`src/rtl/spim_pkg.sv`:
```
`timescale 1ns/1ps
package spim_pkg;
  localparam int REG_W = 32;
  localparam logic [1:0] A_CTRL = 2'd0;
  localparam logic [1:0] A_DATA = 2'd1;
  localparam int BIT_GO   = 1;
  localparam int BIT_LOOP = 3;

  // bit position of chip-select line i inside the control word
  function automatic int cs_pos(input int i);
    return 2 * i;
  endfunction

  // zero-based index of the serial-clock edge that takes the final sample
  function automatic int last_sample_edge(input int nbits, input bit cpha);
    return 2 * nbits - (cpha ? 1 : 2);
  endfunction

  // even indices are leading edges; phase 0 samples on leading, phase 1 on trailing
  function automatic bit is_sample_edge(input int idx, input bit cpha);
    return ((idx % 2) == 1) == cpha;
  endfunction
endpackage

```
`src/rtl/spim_baud.sv`:
```
`timescale 1ns/1ps
module spim_baud #(
  parameter int DIV_W = 5
) (
  input  logic             clk,
  input  logic             rst_n,
  input  logic             run,
  input  logic [DIV_W-1:0] div,
  output logic             tick
);
  logic [DIV_W-1:0] cnt_q;

  assign tick = run && (cnt_q == div);

  always_ff @(posedge clk or negedge rst_n) begin
    if (!rst_n) begin
      cnt_q <= '0;
    end else if (!run || tick) begin
      cnt_q <= '0;
    end else begin
      cnt_q <= cnt_q + 1'b1;
    end
  end
endmodule

```
`src/rtl/spim_shift.sv`:
```
`timescale 1ns/1ps
module spim_shift
  import spim_pkg::*;
#(
  parameter int XFER_BITS = 8,
  parameter bit CPOL      = 1'b0,
  parameter bit CPHA      = 1'b0
) (
  input  logic                 clk,
  input  logic                 rst_n,
  input  logic                 start,
  input  logic [XFER_BITS-1:0] tx_byte,
  input  logic                 tick,
  input  logic                 loop_en,
  input  logic                 miso,
  output logic                 sck,
  output logic                 mosi,
  output logic                 fin,
  output logic [XFER_BITS-1:0] rx_bits
);
  localparam int EC_W = $clog2(2 * XFER_BITS + 1);
  localparam int LAST = last_sample_edge(XFER_BITS, CPHA);

  logic [EC_W-1:0]      edge_q;
  logic [XFER_BITS-1:0] tx_q;
  logic [XFER_BITS-1:0] rx_q;
  logic                 sck_q;
  logic                 fin_q;
  logic                 samp_now;
  logic                 shift_now;
  logic                 rx_in;

  assign mosi      = tx_q[XFER_BITS-1];
  assign rx_in     = loop_en ? mosi : miso;
  assign samp_now  = tick && is_sample_edge(int'(edge_q), CPHA);
  assign shift_now = tick && !is_sample_edge(int'(edge_q), CPHA)
                     && !(CPHA && (edge_q == '0));
  assign sck       = sck_q;
  assign fin       = fin_q;
  assign rx_bits   = rx_q;

  always_ff @(posedge clk or negedge rst_n) begin
    if (!rst_n) begin
      edge_q <= '0;
      tx_q   <= '0;
      rx_q   <= '0;
      sck_q  <= CPOL;
      fin_q  <= 1'b0;
    end else if (start) begin
      edge_q <= '0;
      tx_q   <= tx_byte;
      rx_q   <= '0;
      sck_q  <= CPOL;
      fin_q  <= 1'b0;
    end else if (fin_q) begin
      fin_q <= 1'b0;
      sck_q <= CPOL;
    end else if (tick) begin
      sck_q  <= ~sck_q;
      edge_q <= edge_q + 1'b1;
      if (samp_now) begin
        rx_q <= {rx_q[XFER_BITS-2:0], rx_in};
      end
      if (shift_now) begin
        tx_q <= {tx_q[XFER_BITS-2:0], 1'b0};
      end
      if (int'(edge_q) == LAST) begin
        fin_q <= 1'b1;
      end
    end
  end
endmodule

```
`src/rtl/spim_regs.sv`:
```
`timescale 1ns/1ps
module spim_regs
  import spim_pkg::*;
#(
  parameter int NUM_CS    = 3,
  parameter int DIV_W     = 5,
  parameter int XFER_BITS = 8
) (
  input  logic                 clk,
  input  logic                 rst_n,
  input  logic                 bus_valid,
  input  logic                 bus_we,
  input  logic [1:0]           bus_addr,
  input  logic [REG_W-1:0]     bus_wdata,
  output logic [REG_W-1:0]     bus_rdata,
  input  logic                 done,
  input  logic [XFER_BITS-1:0] rx_bits,
  output logic                 start,
  output logic                 start_req,
  output logic                 busy,
  output logic                 loop_en,
  output logic [DIV_W-1:0]     div,
  output logic [NUM_CS-1:0]    cs,
  output logic [XFER_BITS-1:0] tx_byte
);
  localparam int DIV_LSB = REG_W - DIV_W;

  logic                 ctrl_wr;
  logic                 ctrl_take;
  logic                 data_wr;
  logic                 busy_q;
  logic                 loop_q;
  logic [DIV_W-1:0]     div_q;
  logic [NUM_CS-1:0]    cs_q;
  logic [NUM_CS-1:0]    cs_wr;
  logic [XFER_BITS-1:0] tx_q;
  logic [XFER_BITS-1:0] rx_q;
  logic                 unused_wdata;

  assign ctrl_wr   = bus_valid && bus_we && (bus_addr == A_CTRL);
  assign data_wr   = bus_valid && bus_we && (bus_addr == A_DATA);
  assign ctrl_take = ctrl_wr && !busy_q;
  assign start_req = ctrl_wr && bus_wdata[BIT_GO];
  assign start     = ctrl_take && bus_wdata[BIT_GO];
  assign unused_wdata = ^bus_wdata;

  for (genvar i = 0; i < NUM_CS; i++) begin : g_cs_field
    assign cs_wr[i] = bus_wdata[cs_pos(i)];
  end

  always_ff @(posedge clk or negedge rst_n) begin
    if (!rst_n) begin
      busy_q <= 1'b0;
      loop_q <= 1'b0;
      div_q  <= '0;
      cs_q   <= '1;
      tx_q   <= '0;
      rx_q   <= '0;
    end else begin
      if (ctrl_take) begin
        cs_q   <= cs_wr;
        loop_q <= bus_wdata[BIT_LOOP];
        div_q  <= bus_wdata[DIV_LSB +: DIV_W];
      end
      if (data_wr) begin
        tx_q <= bus_wdata[XFER_BITS-1:0];
      end
      if (start) begin
        busy_q <= 1'b1;
      end else if (done) begin
        busy_q <= 1'b0;
      end
      if (done) begin
        rx_q <= rx_bits;
      end
    end
  end

  always_comb begin
    bus_rdata = '0;
    if (bus_valid && !bus_we) begin
      if (bus_addr == A_CTRL) begin
        bus_rdata[DIV_LSB +: DIV_W] = div_q;
        bus_rdata[BIT_LOOP]         = loop_q;
        bus_rdata[BIT_GO]           = busy_q;
        for (int i = 0; i < NUM_CS; i++) begin
          bus_rdata[cs_pos(i)] = cs_q[i];
        end
      end else if (bus_addr == A_DATA) begin
        bus_rdata[XFER_BITS-1:0] = rx_q;
      end
    end
  end

  assign busy    = busy_q;
  assign loop_en = loop_q;
  assign div     = div_q;
  assign cs      = cs_q;
  assign tx_byte = tx_q;
endmodule

```
`src/rtl/spi_master_regs.sv`:
```
`timescale 1ns/1ps
module spi_master_regs
  import spim_pkg::*;
#(
  parameter int XFER_BITS = 8,
  parameter int NUM_CS    = 3,
  parameter int DIV_W     = 5,
  parameter bit CPOL      = 1'b0,
  parameter bit CPHA      = 1'b0
) (
  input  logic              clk,
  input  logic              rst_n,
  input  logic              bus_valid,
  input  logic              bus_we,
  input  logic [1:0]        bus_addr,
  input  logic [31:0]       bus_wdata,
  output logic [31:0]       bus_rdata,
  output logic              sck_o,
  output logic              mosi_o,
  input  logic              miso_i,
  output logic [NUM_CS-1:0] cs_o
);
  logic                 start_w;
  logic                 start_req_w;
  logic                 busy_w;
  logic                 done_w;
  logic                 tick_w;
  logic                 run_w;
  logic                 loop_w;
  logic [DIV_W-1:0]     div_w;
  logic [XFER_BITS-1:0] tx_w;
  logic [XFER_BITS-1:0] rx_w;

  assign run_w = busy_w && !done_w;

  spim_regs #(
    .NUM_CS(NUM_CS), .DIV_W(DIV_W), .XFER_BITS(XFER_BITS)
  ) u_regs (
    .clk(clk), .rst_n(rst_n),
    .bus_valid(bus_valid), .bus_we(bus_we), .bus_addr(bus_addr),
    .bus_wdata(bus_wdata), .bus_rdata(bus_rdata),
    .done(done_w), .rx_bits(rx_w),
    .start(start_w), .start_req(start_req_w), .busy(busy_w),
    .loop_en(loop_w), .div(div_w), .cs(cs_o), .tx_byte(tx_w)
  );

  spim_baud #(.DIV_W(DIV_W)) u_baud (
    .clk(clk), .rst_n(rst_n), .run(run_w), .div(div_w), .tick(tick_w)
  );

  spim_shift #(
    .XFER_BITS(XFER_BITS), .CPOL(CPOL), .CPHA(CPHA)
  ) u_shift (
    .clk(clk), .rst_n(rst_n), .start(start_w), .tx_byte(tx_w),
    .tick(tick_w), .loop_en(loop_w), .miso(miso_i),
    .sck(sck_o), .mosi(mosi_o), .fin(done_w), .rx_bits(rx_w)
  );
endmodule

```
`config.mk`:
```
export PLATFORM = sky130hd
export DESIGN_NAME = spi_master_regs
export DESIGN_NICKNAME = d
export VERILOG_FILES = /design/src/rtl/spim_pkg.sv /design/src/rtl/spim_baud.sv /design/src/rtl/spim_shift.sv /design/src/rtl/spim_regs.sv /design/src/rtl/spi_master_regs.sv
export SDC_FILE = /design/constraint.sdc
export NUM_CORES = 1
export LEC_CHECK = 0
export ABC_AREA = 1
export CORE_MARGIN = 3
export CORE_UTILIZATION = 48
export DETAILED_ROUTE_END_ITERATION = 10
export GPL_ROUTABILITY_DRIVEN = 0
export GPL_TIMING_DRIVEN = 0
export PLACE_DENSITY = 0.78
export SYNTH_ARGS = -nofsm -noshare
export SYNTH_HDL_FRONTEND = slang
export SYNTH_SLANG_ARGS = --single-unit
export TNS_END_PERCENT = 100
```
`constraint.sdc`:
```
create_clock -name clk -period 1.9 [get_ports clk]
set_input_delay 0.475 -clock clk [delete_from_list [all_inputs] [get_ports clk]]
set_output_delay 0.475 -clock clk [all_outputs]
set_load 0.02 [all_outputs]
```
==> results of run 1 <==
layout make-up:
class	instances	area (um2)
plain buffers	28	201
clock buffers	8	80.1
fillers	463	1910
inverters	30	113
multi-input cells	239	1170
flip-flops and latches	54	1360
well taps	70	87.6
repair buffers	45	384
cell usage after synthesis (all sizes together):
| library cell | instances | share of area [%] |
|---|---|---|
| dfstp | 3 | 2.9 |
| nand3 | 20 | 4.3 |
| a21oi | 13 | 2.4 |
| clkbuf | 4 | 0.55 |
| nor3 | 3 | 0.55 |
| inv | 30 | 4.1 |
| conb | 1 | 0.14 |
| nand2 | 103 | 14 |
| mux2 | 5 | 2.1 |
| xor2 | 8 | 2.6 |
| xnor2 | 2 | 0.64 |
| nor4 | 1 | 0.23 |
| mux2i | 1 | 0.37 |
| nand4 | 1 | 0.46 |
| ha | 3 | 1.4 |
| nor2 | 43 | 6.6 |
| o21ai | 16 | 2.9 |
| buf | 24 | 6.5 |
| dfrtp | 51 | 47 |
per-stage QoR:
stage | hold slack (ps) | cells | utilization, % | area (um2) | power, mW
5_1_grt | 108 | 474 | 63.9 | 3390 | 2.17
2_1_floorplan | 179 | 350 | - | 2790 | 1.35
4_1_cts | 99.6 | 473 | 63.8 | 3380 | 2.08
3_5_place_dp | 440 | 458 | 61.5 | 3260 | 1.44
3_3_place_gp | 466 | 457 | 61.2 | 3250 | 1.43
6_report | 95.1 | 474 | 63.9 | 3390 | 2.06
report_power, final:
group          total [mW]  switching (mW)  internal [mW]
Combinational       0.231           0.128          0.103
Clock               0.620           0.357          0.263
Sequential           1.21          0.0189           1.19
Total                2.06           0.504           1.56
state kept, by name (all words and copies together), names as in the netlist:
name	count
u_baud.cnt_q	5
u_regs.tx_byte	8
u_shift.rx_bits	8
u_regs.busy	1
u_regs.loop_en	1
u_shift.tx_q	8
u_regs.cs	3
u_shift.fin	1
u_shift.edge_q	5
u_regs.rx_q	8
u_shift.sck	1
u_regs.div	5
how the worst max path moves through the flow:
stage / from / to / slack (ps) / cells past startpoint
after floorplan: bus_addr[0] / bus_rdata[5] / 100 / 4
after global placement: rst_n / u_regs.div[3] / -1240 / 1
after detailed placement: bus_addr[0] / bus_rdata[7] / -970 / 6
after CTS: bus_addr[1] / bus_rdata[3] / 20 / 6
after global routing: u_baud.cnt_q[0] / u_shift.rx_bits[4] / -3 / 8
final: bus_addr[0] / bus_rdata[7] / 40 / 6
metal layers:
layer	vias to the layer above	wire, um
met3	11	354
met5	-	0
met4	0	104
li1	1137	-
met1	1031	2590
met2	65	2840
cell families after synthesis:
group	count (synthesis)	synth area share, %
buffers and inverters	58	11.2
AO/OA/AOI/OAI	29	5.33
adder cells (fa/ha/maj)	3	1.38
XOR/XNOR	10	3.22
flip-flops	54	49.8
other	1	0.138
AND/OR/NAND/NOR	171	26.5
multiplexers	6	2.44
worst register-to-register path, cell delays in order (launching register included):
cell and delay [ps]:
dfrtp_1 440, xnor2_1 170, nand2_1 70, nor2_1 250
nand3_2 270, inv_2 160, nand2_2 130, nand2_1 100
nand2_1 50
what timing repair did:
item	4_1_cts	5_1_grt
pin swaps	4	1
cloned	2	0
gates resized for setup	81	6
endpoints found under the setup margin	27	9
setup buffers	5	1
==> impl_results.md, run 1 <==
* CP Data Required Time at 1420 ps
* Avg WL per Cell at 12.4 um
* Fmax at 539 MHz
* Pleak at 1.80 nW
* TritonCTS Buffers at 5
* Std cell rows at 26
* Global Route Usage Sum at 19.8%
* # diodes at 0
* M1 GR Usage at 25.4%
* Critical path endpoint category: primary output
* Die Height at 81.3 um
* Register area share after synthesis at 49.8%
* Ordered list of cells on the worst path: buf_2 -> inv_1 -> nor2_4 -> inv_1 -> nor3_1 -> buf_2
* Vias post-DR at 2244
* Cell Pwr Density at 607 nW/um2
* Die Wd at 81.3 um
* Number of remaining DRC errors at 0
* Setup_tns at 0 ps
* Vias in the first global route at 2121
* Initial antenna violation count at 0
* Cell family with most CP delay: buffers and inverters
* Slowest Stage Delay on Critical Path at 210 ps
* Post-DP HPWL at 4.16 mm
* Drt pass-1 iters at 4
* Final setup viols at 0
* R2r endpoint: u_shift.rx_bits[0]
* Synthesized flop and latch total at 54
* Clk_skew at 6.62 ps
* Unique masters post-synth at 27
* Clock buffer depth at 2
* Most frequent cells in the layout: 100 x nand2_1, 51 x dfrtp_1, 39 x nor2_1
* Core area at 5300 um2
* Area grow syn2layout at 24.6%
* Cell area after synthesis at 2720 um2
* Clk slew on worst S/H paths at 90 ps
* Boundary pin count at 76
* Slew Viols, Final at 0
* Initial Util at 51.3%
* Die area at 6610 um2
* First-pass GRT wire length at 10.0 mm
* Worst path bufs/invs at 4
* Via/cell ratio at 4.73
* Status: complete, no violations
* GR Layer Usage met2 at 33.4%
* GRT busiest layer: met2
* Syn avg cell area at 8.20 um2
* Final min period at 1860 ps
* Max VDD drop at 0.425 mV
* Worst Setup Start Kind: input port
* Worst Slack Setup Final at 43.6 ps
* Hold Vio Cnt, Final at 0
* Max Cap Viol at 0
* GRT overflow at 0
* WS Path Type: input port to primary output
* CP arrival at 1380 ps
* R2R Setup Slk at 160 ps
* CP max stage cell: buf_2
* Reg-to-reg startpoint: u_baud.cnt_q[0]
* Most common cell after layout, fill and taps aside: nand2_1
* Final antenna-violating net count at 0
* M3 GR Usage at 4.10%
* Worst R2R Path Depth at 8
* Port bufs at 37
* Worst slack, placed at -972 ps
* Critical path peak fanout at 4
* Clk_lat worst skew at 310 ps
* H-tree levels at 2
* CTS Sinks at 54
* Hold Path Class: input port to async pin
* CTS Hold Bufs at 0
* Layout cell share with drive strength beyond 1 at 19.6%
* Largest net degree at the start of global routing at 37
* CTS tree: done
* Final worst-path cycle share at 97.7%
* Final WL at 5.89 mm
* Drt initial violations at 195
* Synth Instances at 332
* Nets at 445
* RSZ-0062 raised after global routing: true
* Ys Warns at 0
* Root Buffer: clkbuf_8
Power figures use the tool's default switching activity.
==> run 2: changes to the inputs <==
--- a/config.mk
+++ b/config.mk
@@ -8,6 +8,7 @@
 export ABC_AREA = 1
 export CORE_MARGIN = 3
 export CORE_UTILIZATION = 48
+export CTS_CLUSTER_SIZE = 40
 export DETAILED_ROUTE_END_ITERATION = 10
 export GPL_ROUTABILITY_DRIVEN = 0
 export GPL_TIMING_DRIVEN = 0
==> results of run 2 <==
The final DEF is identical to that of run 1; final timing and power are the same.
